--- src/rtl/gpio_port_pkg.sv ---
package gpio_port_pkg;
   localparam int MAX_PINS = 32;
   localparam int IDX_W    = 3;
   localparam int KIND_W   = 2;
   localparam int ADDR_W   = IDX_W + KIND_W;
   localparam int NUM_REGS = 1 << IDX_W;

   typedef enum logic [IDX_W-1:0] {
      RG_DOUT = 3'd0,
      RG_DIN  = 3'd1,
      RG_OE   = 3'd2,
      RG_SEL  = 3'd3,
      RG_EN   = 3'd4,
      RG_LEV  = 3'd5,
      RG_POL  = 3'd6,
      RG_STAT = 3'd7
   } reg_idx_e;

   typedef enum logic [KIND_W-1:0] {
      AK_WRITE = 2'd0,
      AK_SET   = 2'd1,
      AK_CLR   = 2'd2,
      AK_NONE  = 2'd3
   } acc_kind_e;

   // Merge write data into a register value according to the access kind.
   function automatic logic [MAX_PINS-1:0] merge_word(
      input logic [MAX_PINS-1:0] cur,
      input logic [MAX_PINS-1:0] wd,
      input acc_kind_e           kind);
      case (kind)
         AK_WRITE: merge_word = wd;
         AK_SET:   merge_word = cur | wd;
         AK_CLR:   merge_word = cur & ~wd;
         default:  merge_word = cur;
      endcase
   endfunction
endpackage

--- src/rtl/gpio_sync.sv ---
module gpio_sync #(
   parameter int W      = 32,
   parameter int STAGES = 2
) (
   input  logic         clk,
   input  logic         rst_n,
   input  logic [W-1:0] d,
   output logic [W-1:0] q
);
   if (STAGES < 2) begin : g_bad_stages
      $error("gpio_sync: STAGES must be at least 2");
   end

   logic [W-1:0] chain [STAGES];

   always_ff @(posedge clk or negedge rst_n) begin
      if (!rst_n) begin
         for (int s = 0; s < STAGES; s++) chain[s] <= '0;
      end else begin
         chain[0] <= d;
         for (int s = 1; s < STAGES; s++) chain[s] <= chain[s-1];
      end
   end

   assign q = chain[STAGES-1];

   // last stage follows the stage before it one clock later
   assert_sync_shift_R5: assert property (@(posedge clk) disable iff (!rst_n)
      1'b1 |=> q == $past(chain[STAGES-2]));
endmodule

--- src/rtl/gpio_trig.sv ---
module gpio_trig #(
   parameter int W = 32
) (
   input  logic         clk,
   input  logic         rst_n,
   input  logic [W-1:0] smp,
   input  logic [W-1:0] sel,
   input  logic [W-1:0] lev,
   input  logic [W-1:0] pol,
   output logic [W-1:0] evt
);
   logic [W-1:0] prev;

   always_ff @(posedge clk or negedge rst_n) begin
      if (!rst_n) prev <= '0;
      else        prev <= smp;
   end

   for (genvar p = 0; p < W; p++) begin : g_pin
      logic at_pol, moved;
      assign at_pol = (smp[p] == pol[p]);
      assign moved  = (smp[p] != prev[p]);
      assign evt[p] = sel[p] & at_pol & (lev[p] | moved);
   end
endmodule

--- src/rtl/gpio_stat.sv ---
module gpio_stat #(
   parameter int W = 32
) (
   input  logic         clk,
   input  logic         rst_n,
   input  logic [W-1:0] evt,
   input  logic [W-1:0] clr_mask,
   input  logic [W-1:0] en,
   output logic [W-1:0] stat,
   output logic         irq
);
   always_ff @(posedge clk or negedge rst_n) begin
      if (!rst_n) stat <= '0;
      else        stat <= (stat & ~clr_mask) | evt;
   end

   assign irq = |(stat & en);

   // a status bit falls only where a clear was requested
   assert_stat_fall_R6: assert property (@(posedge clk) disable iff (!rst_n)
      1'b1 |=> ((~stat & $past(stat) & ~$past(clr_mask)) == '0));

   // a trigger always leaves its bit set, clear or not
   assert_event_wins_R12: assert property (@(posedge clk) disable iff (!rst_n)
      1'b1 |=> ((stat & $past(evt)) == $past(evt)));

   // interrupt only rises when status or enable changed
   assert_irq_rise_R11: assert property (@(posedge clk) disable iff (!rst_n)
      $rose(irq) |-> (stat != $past(stat)) || (en != $past(en)));
endmodule

--- src/rtl/gpio_irq_port.sv ---
module gpio_irq_port
   import gpio_port_pkg::*;
#(
   parameter int NPINS  = 32,
   parameter int SYNC_N = 2
) (
   input  logic                 clk,
   input  logic                 rst_n,
   input  logic                 bus_we,
   input  logic [ADDR_W-1:0]    bus_addr,
   input  logic [MAX_PINS-1:0]  bus_wdata,
   output logic [MAX_PINS-1:0]  bus_rdata,
   input  logic [NPINS-1:0]     pin_in,
   output logic [NPINS-1:0]     pin_out,
   output logic [NPINS-1:0]     pin_oe,
   output logic                 irq
);
   if (NPINS < 1 || NPINS > MAX_PINS) begin : g_bad_npins
      $error("gpio_irq_port: NPINS out of range");
   end

   reg_idx_e           idx;
   acc_kind_e          kind;
   logic [NPINS-1:0]   wd;
   logic [NPINS-1:0]   view [NUM_REGS];
   logic [NPINS-1:0]   din, evt, stat, clr_mask;

   assign idx  = reg_idx_e'(bus_addr[ADDR_W-1:KIND_W]);
   assign kind = acc_kind_e'(bus_addr[KIND_W-1:0]);
   assign wd   = bus_wdata[NPINS-1:0];

   for (genvar i = 0; i < NUM_REGS; i++) begin : g_reg
      if (i == int'(RG_DIN)) begin : g_in
         assign view[i] = din;
      end else if (i == int'(RG_STAT)) begin : g_st
         assign view[i] = stat;
      end else begin : g_rw
         logic [NPINS-1:0] q;
         logic [MAX_PINS-1:0] cur_w, nxt_w;
         assign cur_w = MAX_PINS'(q);
         assign nxt_w = merge_word(cur_w, MAX_PINS'(wd), kind);
         always_ff @(posedge clk or negedge rst_n) begin
            if (!rst_n)                              q <= '0;
            else if (bus_we && idx == reg_idx_e'(i)) q <= nxt_w[NPINS-1:0];
         end
         assign view[i] = q;
      end
   end

   assign clr_mask  = (bus_we && idx == RG_STAT && kind == AK_CLR) ? wd : '0;
   assign bus_rdata = MAX_PINS'(view[idx]);
   assign pin_out   = view[RG_DOUT];
   assign pin_oe    = view[RG_OE];

   gpio_sync #(.W(NPINS), .STAGES(SYNC_N)) u_sync (
      .clk(clk), .rst_n(rst_n), .d(pin_in), .q(din));

   gpio_trig #(.W(NPINS)) u_trig (
      .clk(clk), .rst_n(rst_n), .smp(din),
      .sel(view[RG_SEL]), .lev(view[RG_LEV]), .pol(view[RG_POL]),
      .evt(evt));

   gpio_stat #(.W(NPINS)) u_stat (
      .clk(clk), .rst_n(rst_n), .evt(evt), .clr_mask(clr_mask),
      .en(view[RG_EN]), .stat(stat), .irq(irq));

   // set access on the output value register ORs in the data
   assert_set_merge_R3: assert property (@(posedge clk) disable iff (!rst_n)
      (bus_we && idx == RG_DOUT && kind == AK_SET) |=>
         pin_out == ($past(pin_out) | $past(wd)));

   // no status bit rises on a pin that was not routed
   assert_route_gate_R7: assert property (@(posedge clk) disable iff (!rst_n)
      1'b1 |=> ((stat & ~$past(stat) & ~$past(view[RG_SEL])) == '0));
endmodule

--- config.mk ---
export PLATFORM = sky130hd
export DESIGN_NAME = gpio_irq_port
export DESIGN_NICKNAME = d
export VERILOG_FILES = /design/src/rtl/gpio_port_pkg.sv /design/src/rtl/gpio_sync.sv /design/src/rtl/gpio_trig.sv /design/src/rtl/gpio_stat.sv /design/src/rtl/gpio_irq_port.sv
export SDC_FILE = /design/constraint.sdc
export NUM_CORES = 1
export LEC_CHECK = 0
export BUFFER_PORTS_ARGS = -buffer_cell sky130_fd_sc_hd__buf_2
export CAP_MARGIN = 20
export CORE_ASPECT_RATIO = 1.5
export CORE_UTILIZATION = 45
export DETAILED_ROUTE_END_ITERATION = 10
export GPL_TIMING_DRIVEN = 1
export PLACE_DENSITY_LB_ADDON = 0.1
export SLEW_MARGIN = 20
export SYNTH_ARGS = -nofsm -noshare
export SYNTH_HDL_FRONTEND = slang
export SYNTH_SLANG_ARGS = --single-unit
--- constraint.sdc ---
create_clock -name clk -period 3.8 [get_ports clk]
set_input_delay 0.76 -clock clk [delete_from_list [all_inputs] [get_ports clk]]
set_output_delay 0.76 -clock clk [all_outputs]
set_load 0.01 [all_outputs]
==> impl_metrics.env, run 1 <==
export IMPL_clock_tree_skew_after_final_layout_ns=0.0172
export IMPL_initialDrtViolationCount=764
export IMPL_max_slew_margin_rel=0.316
export IMPL_critical_path_peak_fanout=25
export IMPL_ratio_of_final_minimum_period_to_clock_period=0.852
export IMPL_finalSetupViolCount=0
export IMPL_placer_congestion_estimate=0.844
export IMPL_worst_r2r_startpoint="g_reg[6].g_rw.cur_w[1]"
export IMPL_total_core_area_sq_um=32800
export IMPL_row_count=81
export IMPL_wl_final_um=46900
export IMPL_clkLatencyLatePin_ns=0.53
export IMPL_number_of_warnings_printed_during_yosys_synthesis=0
export IMPL_areaGrowthSynthToFinish_pct=15.3
export IMPL_hold_viol=0
export IMPL_mostFrequentLayoutCell="sky130_fd_sc_hd__dfrtp_1"
export IMPL_worst_path_arrival_ns=2.48
export IMPL_clock_tree_root_cell="sky130_fd_sc_hd__clkbuf_16"
export IMPL_grt_antenna_before_repair=0
export IMPL_r2r_end="u_stat.stat[1]"
export IMPL_route_top_layer_used="met4"
export IMPL_timing_critical_path_to_type="output pin"
export IMPL_period_minus_slack_ns=3.24
export IMPL_grt_use_total=0.280
export IMPL_cts_tree="built"
export IMPL_cts_num_sinks=320
export IMPL_finish_instance_area_sq_um=17400
export IMPL_synth_flop_cell="sky130_fd_sc_hd__dfrtp_1"
export IMPL_rsz0062_at_grt="false"
export IMPL_design_final_nets=1467
export IMPL_port_buffer_count=168
export IMPL_tritoncts_num_buffers=34
export IMPL_routed_wl_met3_um=2610
export IMPL_drt_antenna_violating_nets=0
export IMPL_design_die_area_sq_um=34300
export IMPL_worst_r2r_setup_slack_ns=2.87
export IMPL_preCtsSetupSlack_ns=0.545
export IMPL_fillerInstances=2902
export IMPL_floorplan_initialDensity=0.460
export IMPL_ys_async_sr_fraction=1.00
export IMPL_type_of_the_worst_setup_path="primary input to output pin"
export IMPL_place_detailed_hpwl_um=30100
export IMPL_post_cts_resize_count=0
export IMPL_synth_edff_count=0
export IMPL_grt_start_max_net_pins=74
export IMPL_clkTransAtPathRegs_ns=0.06
export IMPL_die_y_um=226
export IMPL_drt_first_pass_iters=5
export IMPL_total_power_density_per_cell_area_nw_per_um2=599
export IMPL_hold_path_class="primary input to asynchronous set/reset pin"
export IMPL_tightestPinTransition_ns=1.03
export IMPL_worst_setup_slack_after_layout_ns=0.562
export IMPL_grt_pass1_wl_um=71400
export IMPL_static_leakage_power_nw=7.33
export IMPL_avgViaCountPerCell=6.35
export IMPL_global_route_overflow_total=0
export IMPL_critPathRequiredTime_ns=3.04
export IMPL_cts_max_path_buffers=3
export IMPL_worst_ir_drop_vdd_mv=0.376
export IMPL_drt_drc_violations_left=0
export IMPL_io_pins=169
export IMPL_cap_viol_max_count=0
export IMPL_drt_wirelength_per_cell_um=25.6
export IMPL_total_power_mw=10.4
export IMPL_post_layout_cell_count=1832
export IMPL_synth_area_per_cell_sq_um=11.8
export IMPL_htree_num_levels=2
export IMPL_grt_pass1_vias=11733
export IMPL_met2RoutedLength_um=23800
export IMPL_ys_types=36
export IMPL_synth_seq_cells=320
export IMPL_setup_tns_ns=0
export IMPL_post_route_cells_drive_above_1_share=0.255
export IMPL_total_routed_wire_length_on_the_met1_layer_um=18700
export IMPL_seq_area_frac_synth=0.530
export IMPL_worst_hold_slack_ns=0.214
export IMPL_status="completed"
export IMPL_die_width_um=152
export IMPL_post_cts_setup_buffer_count=0
export IMPL_fin_util=0.530
export IMPL_post_synth_inst_count=1276
export IMPL_synth_fp_nets=1351
export IMPL_reg2reg_depth=3
export IMPL_place_detailed_instances=1771
export IMPL_cts_hold_buffers_added=0
export IMPL_detailroute_via_count=11640
export IMPL_crit_path_start_kind="primary input"
export IMPL_synthesized_cell_area_sq_um=15100
export IMPL_most_common_layout_cells="sky130_fd_sc_hd__dfrtp_1, sky130_fd_sc_hd__a31oi_1, sky130_fd_sc_hd__a21oi_1"
export IMPL_placedInstanceArea_sq_um=16300
export IMPL_drv_slew=0
export IMPL_max_freq_mhz=309
power breakdown:
group | switching [mW] | internal [mW] | total, mW
Combinational | 1.21 | 1.18 | 2.39
Sequential | 0.688 | 4.06 | 4.75
Clock | 1.39 | 1.91 | 3.30
Total | 3.29 | 7.15 | 10.4
state kept, by name, summed over array words and instances, names as in the netlist:
signal	cells
pin_out	32
u_sync.q	32
u_stat.stat	32
u_sync.chain	32
u_trig.prev	32
g.g_rw.cur_w	128
pin_oe	32
kinds of logic (layout without fill, tap and decap cells):
kind of cell,Yosys count,count (layout),share of synthesized area
fa+ha+maj,3,3,0.00248
mux,96,96,0.125
flops,320,320,0.530
xor+xnor,64,64,0.0371
compound gates,466,466,0.192
simple gates,183,183,0.0647
buf+inv,144,284,0.0488
other cells,0,1,0
area by class of cell:
| cell class | count | area [sq um] | area share |
|---|---|---|---|
| multi-input cells | 812 | 6390 | 0.367 |
| diodes | 1 | 2.50 | 0.000144 |
| clock inverters | 6 | 30.0 | 0.00172 |
| clock buffers | 54 | 1060 | 0.0608 |
| flip-flops and latches | 320 | 8010 | 0.460 |
| well taps | 415 | 519 | 0.0298 |
| repair buffers | 218 | 1380 | 0.0793 |
| inverters | 6 | 22.5 | 0.00129 |
how the worst max path moves through the flow:
stage | startpoint | endpoint | slack, ns | depth (start not counted)
floorplan | bus_addr[2] | bus_rdata[10] | 1.19 | 4
global placement | bus_addr[3] | bus_rdata[7] | 0.59 | 5
detailed placement | bus_addr[3] | bus_rdata[7] | 0.55 | 5
CTS | bus_addr[3] | bus_rdata[7] | 0.54 | 5
global route | bus_addr[3] | bus_rdata[31] | 0.50 | 5
finish | bus_addr[3] | bus_rdata[7] | 0.56 | 5
routing by layer:
layer  track usage  up-vias
li1              -     5049
met1         0.361     6046
met2         0.464      450
met3        0.0421       95
met4         0.126        0
met5             0        -
worst max-delay path: stages:
cell and delay (ns):
sky130_fd_sc_hd__buf_4 0.41, sky130_fd_sc_hd__buf_12 0.27, sky130_fd_sc_hd__mux4_1 0.58, sky130_fd_sc_hd__mux2_2 0.29
sky130_fd_sc_hd__buf_2 0.14
synthesized netlist by cell type (all sizes together), types with 4 or more instances:
| master | instances | area (sq um) |
|---|---|---|
| and2 | 4 | 25.0 |
| nand4 | 6 | 37.5 |
| a22oi | 16 | 120 |
| xnor2 | 32 | 280 |
| nand2 | 33 | 124 |
| clkbuf | 61 | 229 |
| mux2 | 32 | 360 |
| nor2 | 35 | 134 |
| nor2b | 32 | 200 |
| xor2 | 32 | 280 |
| inv | 6 | 22.5 |
| a31oi | 190 | 1190 |
| mux4 | 64 | 1540 |
| nand3 | 32 | 160 |
| buf | 77 | 487 |
| o2bb2ai | 33 | 289 |
| a21oi | 190 | 951 |
| o31ai | 32 | 305 |
| dfrtp | 320 | 8010 |
| nand2b | 32 | 200 |
Power figures use the tool's default switching activity.
==> run 2, diff against run 1 <==
--- a/config.mk
+++ b/config.mk
@@ -5,7 +5,7 @@
 export SDC_FILE = /design/constraint.sdc
 export NUM_CORES = 1
 export LEC_CHECK = 0
-export BUFFER_PORTS_ARGS = -buffer_cell sky130_fd_sc_hd__buf_2
+export BUFFER_PORTS_ARGS = -buffer_cell sky130_fd_sc_hd__buf_4
 export CAP_MARGIN = 20
 export CORE_ASPECT_RATIO = 1.5
 export CORE_UTILIZATION = 45
==> impl_metrics.env, run 2 (synthesized netlist as in run 1, its figures left out) <==
export IMPL_worst_ir_drop_vdd_mv=0.408
export IMPL_tritoncts_num_buffers=34
export IMPL_crit_path_start_kind="primary input"
export IMPL_cts_num_sinks=320
export IMPL_placer_congestion_estimate=0.845
export IMPL_grt_start_max_net_pins=76
export IMPL_cts_max_path_buffers=3
export IMPL_wl_final_um=47200
export IMPL_grt_antenna_before_repair=0
export IMPL_clock_tree_skew_after_final_layout_ns=0.00633
export IMPL_total_power_mw=10.6
export IMPL_grt_pass1_vias=11881
export IMPL_status="completed"
export IMPL_global_route_overflow_total=0
export IMPL_tightestPinTransition_ns=0.934
export IMPL_io_pins=169
export IMPL_type_of_the_worst_setup_path="primary input to output pin"
export IMPL_drt_drc_violations_left=0
export IMPL_power_frac_clock=0.307
export IMPL_drt_antenna_violating_nets=0
export IMPL_most_common_layout_cells="sky130_fd_sc_hd__dfrtp_1, sky130_fd_sc_hd__buf_4, sky130_fd_sc_hd__a31oi_1, sky130_fd_sc_hd__a21oi_1, sky130_fd_sc_hd__mux4_2"
export IMPL_static_leakage_power_nw=7.45
export IMPL_max_slew_margin_rel=0.372
export IMPL_global_route_usage_met1=0.369
export IMPL_mostFrequentLayoutCell="sky130_fd_sc_hd__dfrtp_1"
export IMPL_worst_setup_slack_after_layout_ns=0.617
export IMPL_period_minus_slack_ns=3.18
export IMPL_clkLatencyLatePin_ns=0.53
export IMPL_drt_first_pass_iters=5
export IMPL_seqCellArea_sq_um=8010
export IMPL_post_cts_resize_count=0
export IMPL_clock_tree_root_cell="sky130_fd_sc_hd__clkbuf_16"
export IMPL_multi_input_comb_area_sq_um=6380
export IMPL_finish_instance_area_sq_um=17800
export IMPL_power_net_switching_mw=3.30
export IMPL_initialDrtViolationCount=797
export IMPL_design_die_area_sq_um=34300
export IMPL_worst_hold_slack_ns=0.186
export IMPL_clkTransAtPathRegs_ns=0.06
export IMPL_design_final_nets=1469
export IMPL_placedInstanceArea_sq_um=16700
export IMPL_setup_tns_ns=0
export IMPL_post_route_cells_drive_above_1_share=0.256
export IMPL_place_detailed_hpwl_um=30900
export IMPL_floorplan_initialDensity=0.460
export IMPL_hold_viol=0
export IMPL_cts_hold_buffers_added=0
export IMPL_die_y_um=226
export IMPL_drv_slew=0
export IMPL_finalSetupViolCount=0
export IMPL_cap_viol_max_count=0
export IMPL_rsz0062_at_grt="false"
export IMPL_combPwrFrac=0.240
export IMPL_drt_wirelength_per_cell_um=25.8
export IMPL_areaGrowthSynthToFinish_pct=17.6
export IMPL_avgViaCountPerCell=6.41
export IMPL_largest_reg_flops=128
export IMPL_port_buffer_count=168
export IMPL_post_cts_setup_buffer_count=0
export IMPL_row_count=81
export IMPL_hold_path_class="primary input to asynchronous set/reset pin"
export IMPL_total_core_area_sq_um=32800
export IMPL_antenna_cells=0
export IMPL_fillerInstances=2858
export IMPL_ratio_of_final_minimum_period_to_clock_period=0.838
export IMPL_grt_pass1_wl_um=72900
export IMPL_htree_num_levels=2
export IMPL_grt_use_total=0.285
export IMPL_power_sequential_fraction=0.453
export IMPL_reg2reg_depth=3
export IMPL_preCtsSetupSlack_ns=0.611
export IMPL_internal_power_mw=7.28
export IMPL_share_of_total_power_consumed_by_net_switching=0.312
export IMPL_cts_tree="built"
export IMPL_max_freq_mhz=314
export IMPL_groute_layer_met2_usage=0.481
export IMPL_worst_path_arrival_ns=2.42
export IMPL_critical_path_peak_fanout=25
export IMPL_detailroute_via_count=11717
export IMPL_global_route_met3_usage=0.0350
export IMPL_die_width_um=152
export IMPL_critPathRequiredTime_ns=3.04
export IMPL_total_power_density_per_cell_area_nw_per_um2=595
export IMPL_globalRoute_busiestLayer="met2"
export IMPL_timing_critical_path_to_type="output pin"
## run 2: cell count changes in the layout (fill, tap and decap cells not counted), sizes merged
cell / change
clkbuf: -5
buf: +2
diode: -1
## run 2: layout make-up
class	count	share of cell area
repair buffers	220	0.0997
clock inverters	6	0.00169
clock buffers	49	0.0580
flip-flops and latches	320	0.451
well taps	415	0.0292
multi-input cells	812	0.359
inverters	6	0.00127
## run 2: through the flow
| stage | cells | utilization |
|---|---|---|
| after floorplan | 1276 | - |
| final | 1828 | 0.541 |
| after detailed placement | 1773 | 0.509 |
| after global placement | 1773 | 0.509 |
| after global routing | 1828 | 0.541 |
| after CTS | 1828 | 0.541 |
## run 2: worst max-delay path, cell delays in order
cell                     delay [ns]
sky130_fd_sc_hd__buf_4         0.39
sky130_fd_sc_hd__buf_12        0.25
sky130_fd_sc_hd__mux4_1        0.57
sky130_fd_sc_hd__mux2_2        0.28
sky130_fd_sc_hd__buf_4         0.14
## run 2: power groups by stage
stage          clock network [mW]  registers (mW)  logic (mW)
6_report                     3.24            4.79        2.54
5_1_grt                      3.42            4.87        2.80
4_1_cts                      3.30            4.79        2.56
3_5_place_dp                    0            4.84        2.55
3_3_place_gp                    0            4.84        2.50
2_1_floorplan                   0            4.62        1.57
## run 2: per-layer routing
layer  wire, um  vias to the layer above
li1           -                     5036
met1      18300                     6100
met2      24400                      471
met3       2660                      110
met4       1800                        0
met5          0                        -
## run 2: worst paths after layout
path                                        start                to  slack [ns]
min in group clk                        pin_in[8]  u_sync.chain[40]        0.33
max                                   bus_addr[3]      bus_rdata[3]        0.62
min                                         rst_n  u_sync.chain[60]        0.19
max reg2reg                g_reg[6].g_rw.cur_w[3]    u_stat.stat[3]        2.86
min reg2reg                      u_sync.chain[62]      u_sync.q[30]        0.34
max in group asynchronous                   rst_n        pin_oe[20]        2.67
